<file path="src/rtl/maint_split_pkg.sv">
`timescale 1ns/1ps
package maint_split_pkg;

    typedef enum logic [1:0] {
        OP_INV   = 2'd0,
        OP_CLEAN = 2'd1,
        OP_FLUSH = 2'd2
    } maint_op_e;

    typedef enum logic [1:0] {
        CMD_LINE_CINV   = 2'd0,
        CMD_RANGE_CLEAN = 2'd1,
        CMD_RANGE_INV   = 2'd2
    } cmd_kind_e;

    // Outstanding work of the current request.
    typedef struct packed {
        logic head;      // single-line command for the start line pending
        logic tail;      // single-line command for the end line pending
        logic inv_half;  // flush: clean half of this chunk already sent
    } pend_t;

    function automatic maint_op_e decode_op(input logic [1:0] raw);
        case (raw)
            2'd0:    return OP_INV;
            2'd1:    return OP_CLEAN;
            default: return OP_FLUSH;
        endcase
    endfunction

endpackage

</file>
<file path="src/rtl/maint_req_align.sv">
`timescale 1ns/1ps
module maint_req_align
    import maint_split_pkg::*;
#(
    parameter int ADDR_W  = 32,
    parameter int LINE_LG = 5
) (
    input  maint_op_e          op,
    input  logic               wt,
    input  logic [ADDR_W-1:0]  start_a,
    input  logic [ADDR_W-1:0]  end_a,
    output logic               head_pend,
    output logic               tail_pend,
    output logic [ADDR_W-1:0]  head_line,
    output logic [ADDR_W-1:0]  tail_line,
    output logic [ADDR_W:0]    span_lo,
    output logic [ADDR_W:0]    span_hi
);
    localparam logic [ADDR_W:0] OFS = {{(ADDR_W + 1 - LINE_LG){1'b0}}, {LINE_LG{1'b1}}};

    logic [ADDR_W:0] s_ext, e_ext, s_dn, s_up, e_dn, e_up;
    logic            s_unal, e_unal;

    assign s_ext  = {1'b0, start_a};
    assign e_ext  = {1'b0, end_a};
    assign s_dn   = s_ext & ~OFS;
    assign e_dn   = e_ext & ~OFS;
    assign s_up   = (s_ext + OFS) & ~OFS;
    assign e_up   = (e_ext + OFS) & ~OFS;
    assign s_unal = |start_a[LINE_LG-1:0];
    assign e_unal = |end_a[LINE_LG-1:0];

    assign head_line = s_dn[ADDR_W-1:0];
    assign tail_line = e_dn[ADDR_W-1:0];

    always_comb begin
        head_pend = 1'b0;
        tail_pend = 1'b0;
        span_lo   = s_dn;
        span_hi   = e_up;
        case (op)
            OP_INV: begin
                head_pend = s_unal;
                tail_pend = (s_up < e_ext) && e_unal;
                span_lo   = s_up;
                span_hi   = tail_pend ? e_dn : e_ext;
            end
            OP_CLEAN: begin
                span_hi = wt ? s_dn : e_up;
            end
            default: ;
        endcase
    end
endmodule

</file>
<file path="src/rtl/maint_chunk_calc.sv">
`timescale 1ns/1ps
module maint_chunk_calc #(
    parameter int ADDR_W    = 32,
    parameter int MAX_BYTES = 1024,
    parameter int PAGE_LG   = 12
) (
    input  logic [ADDR_W:0] lo,
    input  logic [ADDR_W:0] hi,
    output logic [ADDR_W:0] nxt
);
    localparam logic [ADDR_W:0] PMASK = {{(ADDR_W + 1 - PAGE_LG){1'b0}}, {PAGE_LG{1'b1}}};
    localparam logic [ADDR_W:0] MAXV  = (ADDR_W + 1)'(MAX_BYTES);

    logic [ADDR_W:0] size_cap, page_cap, first_min;

    assign size_cap  = lo + MAXV;
    assign page_cap  = (lo | PMASK) + 1'b1;
    assign first_min = (size_cap < page_cap) ? size_cap : page_cap;
    assign nxt       = (hi < first_min) ? hi : first_min;
endmodule

</file>
<file path="src/rtl/maint_range_splitter.sv">
`timescale 1ns/1ps
module maint_range_splitter
    import maint_split_pkg::*;
#(
    parameter int ADDR_W     = 32,
    parameter int LINE_BYTES = 32,
    parameter int MAX_BYTES  = 1024,
    parameter int PAGE_BYTES = 4096
) (
    input  logic              clk,
    input  logic              rst,
    input  logic              req_valid,
    output logic              req_ready,
    input  logic [1:0]        req_op,
    input  logic [ADDR_W-1:0] req_start,
    input  logic [ADDR_W-1:0] req_end,
    input  logic              wt_override,
    output logic              cmd_valid,
    input  logic              cmd_ready,
    output logic [1:0]        cmd_kind,
    output logic [ADDR_W-1:0] cmd_first,
    output logic [ADDR_W-1:0] cmd_last,
    output logic              done
);
    localparam int LINE_LG = $clog2(LINE_BYTES);
    localparam int PAGE_LG = $clog2(PAGE_BYTES);
    localparam logic [ADDR_W:0]   LINE_X = (ADDR_W + 1)'(LINE_BYTES);
    localparam logic [ADDR_W-1:0] LINE_A = ADDR_W'(LINE_BYTES);
    localparam logic [ADDR_W-1:0] MAX_A  = ADDR_W'(MAX_BYTES);

    maint_op_e         op_in, op_q;
    logic              busy, work, hs;
    pend_t             pend_q;
    logic [ADDR_W-1:0] head_q, tail_q;
    logic [ADDR_W:0]   cur_q, lim_q, nxt, last_x;
    logic              a_head, a_tail;
    logic [ADDR_W-1:0] a_hline, a_tline;
    logic [ADDR_W:0]   a_lo, a_hi;
    cmd_kind_e         kind;

    assign op_in = decode_op(req_op);

    maint_req_align #(.ADDR_W(ADDR_W), .LINE_LG(LINE_LG)) u_align (
        .op(op_in), .wt(wt_override), .start_a(req_start), .end_a(req_end),
        .head_pend(a_head), .tail_pend(a_tail),
        .head_line(a_hline), .tail_line(a_tline),
        .span_lo(a_lo), .span_hi(a_hi)
    );

    maint_chunk_calc #(.ADDR_W(ADDR_W), .MAX_BYTES(MAX_BYTES), .PAGE_LG(PAGE_LG)) u_chunk (
        .lo(cur_q), .hi(lim_q), .nxt(nxt)
    );

    assign work      = pend_q.head || pend_q.tail || (cur_q < lim_q);
    assign cmd_valid = busy && work;
    assign done      = busy && !work;
    assign req_ready = !busy;
    assign hs        = cmd_valid && cmd_ready;
    assign last_x    = nxt - LINE_X;

    always_comb begin
        if (pend_q.head) begin
            kind      = CMD_LINE_CINV;
            cmd_first = head_q;
            cmd_last  = head_q;
        end else if (pend_q.tail) begin
            kind      = CMD_LINE_CINV;
            cmd_first = tail_q;
            cmd_last  = tail_q;
        end else begin
            kind      = (op_q == OP_CLEAN || (op_q == OP_FLUSH && !pend_q.inv_half))
                        ? CMD_RANGE_CLEAN : CMD_RANGE_INV;
            cmd_first = cur_q[ADDR_W-1:0];
            cmd_last  = last_x[ADDR_W-1:0];
        end
    end
    assign cmd_kind = kind;

    always_ff @(posedge clk) begin
        if (rst) begin
            busy   <= 1'b0;
            op_q   <= OP_INV;
            pend_q <= '0;
            head_q <= '0;
            tail_q <= '0;
            cur_q  <= '0;
            lim_q  <= '0;
        end else if (!busy) begin
            if (req_valid) begin
                busy            <= 1'b1;
                op_q            <= op_in;
                pend_q.head     <= a_head;
                pend_q.tail     <= a_tail;
                pend_q.inv_half <= 1'b0;
                head_q          <= a_hline;
                tail_q          <= a_tline;
                cur_q           <= a_lo;
                lim_q           <= a_hi;
            end
        end else if (!work) begin
            busy <= 1'b0;
        end else if (cmd_ready) begin
            if (pend_q.head) begin
                pend_q.head <= 1'b0;
            end else if (pend_q.tail) begin
                pend_q.tail <= 1'b0;
            end else if (op_q == OP_FLUSH && !pend_q.inv_half) begin
                pend_q.inv_half <= 1'b1;
            end else begin
                pend_q.inv_half <= 1'b0;
                cur_q           <= nxt;
            end
        end
    end

    // after taking a request the block stops offering ready
    assert_busy_after_accept_R1: assert property (@(posedge clk) disable iff (rst)
        (req_valid && req_ready) |=> !req_ready);
    // done never coincides with a command offer
    assert_done_exclusive_R1: assert property (@(posedge clk) disable iff (rst)
        done |-> !cmd_valid);
    // every address is line aligned
    assert_line_aligned_R2: assert property (@(posedge clk) disable iff (rst)
        cmd_valid |-> (cmd_first[LINE_LG-1:0] == '0 && cmd_last[LINE_LG-1:0] == '0));
    // range size cap
    assert_chunk_size_R3: assert property (@(posedge clk) disable iff (rst)
        (cmd_valid && cmd_kind != CMD_LINE_CINV) |->
        (cmd_last >= cmd_first && (cmd_last - cmd_first) < MAX_A));
    // range stays in one page
    assert_same_page_R4: assert property (@(posedge clk) disable iff (rst)
        (cmd_valid && cmd_kind != CMD_LINE_CINV) |->
        (cmd_first[ADDR_W-1:PAGE_LG] == cmd_last[ADDR_W-1:PAGE_LG]));
    // flush clean half is followed by an invalidate of the same span
    assert_flush_pair_R8: assert property (@(posedge clk) disable iff (rst)
        (hs && cmd_kind == CMD_RANGE_CLEAN && op_q == OP_FLUSH) |=>
        (cmd_valid && cmd_kind == CMD_RANGE_INV &&
         cmd_first == $past(cmd_first) && cmd_last == $past(cmd_last)));
    // a clean in write-through mode completes with nothing issued
    assert_wt_clean_silent_R9: assert property (@(posedge clk) disable iff (rst)
        (req_valid && req_ready && req_op == 2'd1 && wt_override) |=> (done && !cmd_valid));
    // chunks are contiguous and ascending
    assert_contiguous_R10: assert property (@(posedge clk) disable iff (rst)
        (hs && (cmd_kind == CMD_RANGE_INV || (cmd_kind == CMD_RANGE_CLEAN && op_q == OP_CLEAN))) |=>
        (!cmd_valid || cmd_first == $past(cmd_last) + LINE_A));
    // command held while stalled
    assert_hold_stall_R12: assert property (@(posedge clk) disable iff (rst)
        (cmd_valid && !cmd_ready) |=>
        (cmd_valid && $stable(cmd_kind) && $stable(cmd_first) && $stable(cmd_last)));
endmodule

</file>
<file path="config.mk">
export PLATFORM = sky130hd
export DESIGN_NAME = maint_range_splitter
export DESIGN_NICKNAME = d
export VERILOG_FILES = /design/src/rtl/maint_split_pkg.sv /design/src/rtl/maint_req_align.sv /design/src/rtl/maint_chunk_calc.sv /design/src/rtl/maint_range_splitter.sv
export SDC_FILE = /design/constraint.sdc
export NUM_CORES = 1
export LEC_CHECK = 0
export ABC_CLOCK_PERIOD_IN_PS = 10300
export BUFFER_PORTS_ARGS = -buffer_cell sky130_fd_sc_hd__buf_2
export CORE_UTILIZATION = 55
export CTS_CLUSTER_DIAMETER = 120
export DETAILED_ROUTE_END_ITERATION = 6
export GPL_TIMING_DRIVEN = 0
export MAX_ROUTING_LAYER = met4
export PLACE_DENSITY = 0.74
export SLEW_MARGIN = 30
export SYNTH_ARGS = -nofsm -noshare
export SYNTH_HDL_FRONTEND = slang
export SYNTH_SLANG_ARGS = --single-unit
</file>
<file path="constraint.sdc">
create_clock -name clk -period 10.3 [get_ports clk]
set_input_delay 2.06 -clock clk [delete_from_list [all_inputs] [get_ports clk]]
set_output_delay 2.06 -clock clk [all_outputs]
set_load 0.01 [all_outputs]
</file>
==> results by group <==
Synthesis
  – Most common library cells after synthesis: 260 x nand2_1, 180 x nor2_1, 178 x a21oi_1
  – Area contributors post-synth: dfxtp_1 20%, ha_1 11%, nand2_1 7.6%
  – Synth async-reset ratio: 0%
  – EDFF count, synth: 0
  – Synth area leader: dfxtp_1
  – Warnings, synthesis: 0
  – Sequential share of the synthesized area: 19.6%
  – Top-count cell post-synth: nand2_1
  – Unique cell type count in the Yosys netlist: 100
  – Mux share of post-synthesis cell area: under 10%
  – Ys flop type: dfxtp_1
  – Post-Synth Simple-Gate Area: 25.0%
  – Seq cells post-synth: 126
  – Largest family of logic cells by synthesized area: compound AO/OA/AOI/OAI gates
  – Synth Instances: 1808
  – Synthesized Nets: 1990
  – XOR/XNOR share of the synthesized area: between 7 and 8%
  – Complex-gate fraction of the synthesized area: 26.5%
  – Adder-Cell Fraction of Synth Area: 10.8%
  – Yosys top cell area share: 19.6%
  – Mapped Area: 12800 sq um
  – Syn avg cell area: 7.11 sq um

Outcome
  – Status: complete, no violations

Layout
  – Final Instance Area: ~16000 sq um
  – Area Overhead vs Synth: 20.8%
  – # nets final: 2181
  – Fraction of layout cells with a size suffix above 1: 18.3%

GRT
  – GR Util All Layers: 45.6%
  – First-pass GRT wire length: 80.0 mm
  – Initial antenna violation count: 1
  – Vias in the first global route: 13.6k
  – Pin count of the biggest net entering global routing: 17
  – GRT overflow: 0

Power
  – Internal: roughly 1.6 mW
  – Total power draw: roughly 3.0 mW
  – Share of power burned in registers: 19.4%
  – NetSw: between 1 and 1.5 mW
  – Comb pwr share: 60.4%
  – Cell Pwr Density: ~200 nW/um^2
  – Sw frac: between 40% and 50%
  – Clk pwr share: between 20 and 25%
  – Max IR drop VDD: 0.107 mV
  – Lkg Pwr: between 6 and 7 nW

Place
  – Final HPWL DP: ~43 mm
  – DP Worst Slack: -2.30 ns
  – GPL Wtd Cong: roughly 1.1
  – DP Area: between 10000 and 15000 sq um
  – Buffers on Ports: between 100 and 150

STA
  – Period minus WS final: 10.22 ns
  – Final setup margin: 0.0796 ns
  – Setup TNS: 0 ns
  – Hold Fails Final Rpt: 0
  – Max Freq: about 98 MHz
  – # setup viols final: 0
  – Tcrit/Tclk final: 99.2%
  – Skew final: about 0.0066 ns
  – Worst Max-Slew Pin Slew: 0.951 ns
  – Slew headroom: 34.9%
  – Max-slew violations: 0

Critical path
  – CP endpoint kind: output pin
  – CP Max Fanout: 10
  – Critical Path AT: roughly 8.2 ns
  – Most frequent cell on the critical path: buf_6
  – Largest stage delay on the critical path: 0.45 ns
  – Data required time at the worst endpoint: 8.24 ns
  – Slowest cell on the critical path: o32ai_2
  – Critical path class: reg -> out
  – Setup crit start kind: flop

Floorplanning
  – DIE AREA: approximately 24000 sq um
  – Chip width: 155 um
  – Core region area: ~23000 sq um
  – # rows: 55
  – Initial Utilization: ~56%
  – IO Count: 140
  – Die H: 155 um

Clock tree
  – Max clock buf depth: 2
  – Root buffer cell: clkbuf_16
  – Hold-fix buffers at CTS: 0
  – TritonCTS clock tree: done
  – CTS clock-pin slew for the worst setup and hold paths: ~0.06 ns
  – Clock sinks: 126
  – CTS H-Tree Depth: 4
  – Clock latency on the worst-skew pair: 0.43 ns
  – Num CTS Buffers: 17

Route
  – Final WL: roughly 55 mm
  – Vias post-DR: 15.0k
  – Wire per inst: 23.5 um
  – DRC: 0
  – Final ANT Viol Nets: 0
  – Drt first pass iters: 7
  – Initial drt markers: between 1.5k and 2k
  – Via/cell ratio: around 6.4

Min path
  – Min-Delay Path Class: reg -> reg

Job
  – # Max-Cap Violations: 0
-- final cells by class --
cell class	count	area (sq um)
Buffer	129	671
Timing Repair Buffer	177	1040
Fill cell	2011	7250
Antenna cell	1	2.50
Multi-Input combinational cell	1457	9930
Clock buffer	23	488
Clock inverter	9	109
Sequential cell	126	2540
Inverter	91	342
Tap cell	313	392
-- power by group through the flow --
stage	Clock, mW	Combinational (mW)	Sequential, mW
after floorplan	0	1.04	0.564
after global placement	0	1.51	0.587
after detailed placement	0	1.52	0.588
after CTS	0.606	1.63	0.579
after global routing	0.630	1.93	0.588
final	0.613	1.83	0.587
-- registers in the layout, indices dropped and copies added (netlist names) --
register  cells
pend_q        3
tail_q       27
op_q          2
cur_q        33
busy          1
lim_q        33
head_q       27
-- metal layers --
layer / vias to the layer above / part of all wire (%) / track usage [%]
met1: 6958 / 40 / 56.8
met5: - / 0 / -
li1: 6878 / - / -
met3: 208 / 9.5 / 6.72
met2: 951 / 44 / 70.8
met4: 0 / 6.3 / 25.5
-- cells by family after synthesis --
group           count (synthesis)
simple gates                  683
compound gates                510
buf+inv                       225
flops                         126
xor+xnor                      113
fa+ha+maj                     111
mux                            40
-- worst max-delay path, delay by kind of cell, from the launching register on --
kind | cells | cell delay, ns
adders and majority gates | 3 | 0.72
muxes | 1 | 0.40
xor gates and xnor gates | 1 | 0.35
AOI/OAI and AO/OA | 12 | 2.83
DFF | 1 | 0.41
buffers and inverters | 8 | 1.38
and+or+nand+nor | 7 | 1.61
-- path summary, 6_finish.rpt --
kind	cells past startpoint	startpoint	slack, ns	endpoint
worst max-delay path	32	cur_q[10]	0.08	cmd_last[24]
worst max register to register	30	cur_q[10]	2.91	cur_q[3]
worst min-delay path	2	tail_q[25]	0.45	tail_q[25]
worst min register to register	2	tail_q[25]	0.45	tail_q[25]
-- repair_timing --
item | 4_1_cts | 5_1_grt
setup endpoints to repair | 32 | 23
pin swaps | 17 | 39
resized for setup | 76 | 95
setup buffers | 13 | 43
-- layout by cell type (no fill, tap or decap), types with 11 or more instances in the layout --
master	synthesis	layout
mux2_2	14	14
xnor2_1	80	75
clkbuf_16	0	17
nand2_1	260	256
o21ai_0	69	65
buf_6	2	14
a211oi_1	48	47
clkbuf_1	99	85
a21o_1	31	31
a21boi_0	19	19
and2_1	18	16
dfxtp_1	126	116
nand3_1	51	50
inv_1	89	89
mux2i_1	23	22
nand4_1	38	38
buf_4	3	58
buf_2	18	128
a21oi_1	178	176
nor2_1	180	176
o211ai_1	15	15
o22ai_1	13	13
nor4_1	17	12
nor3_1	45	40
xor2_1	33	29
ha_1	111	107
a22o_1	11	11
-- stage by stage --
stage | utilization [%] | hold slack [ns] | std cells
6_report | 68.2 | 0.454 | 2326
5_1_grt | 68.2 | 0.475 | 2326
4_1_cts | 65.2 | 0.454 | 2282
3_5_place_dp | 60.8 | 0.447 | 2242
3_3_place_gp | 60.8 | 0.443 | 2242
2_1_floorplan | - | 0.431 | 1808
(Power assumes the default switching activity.)
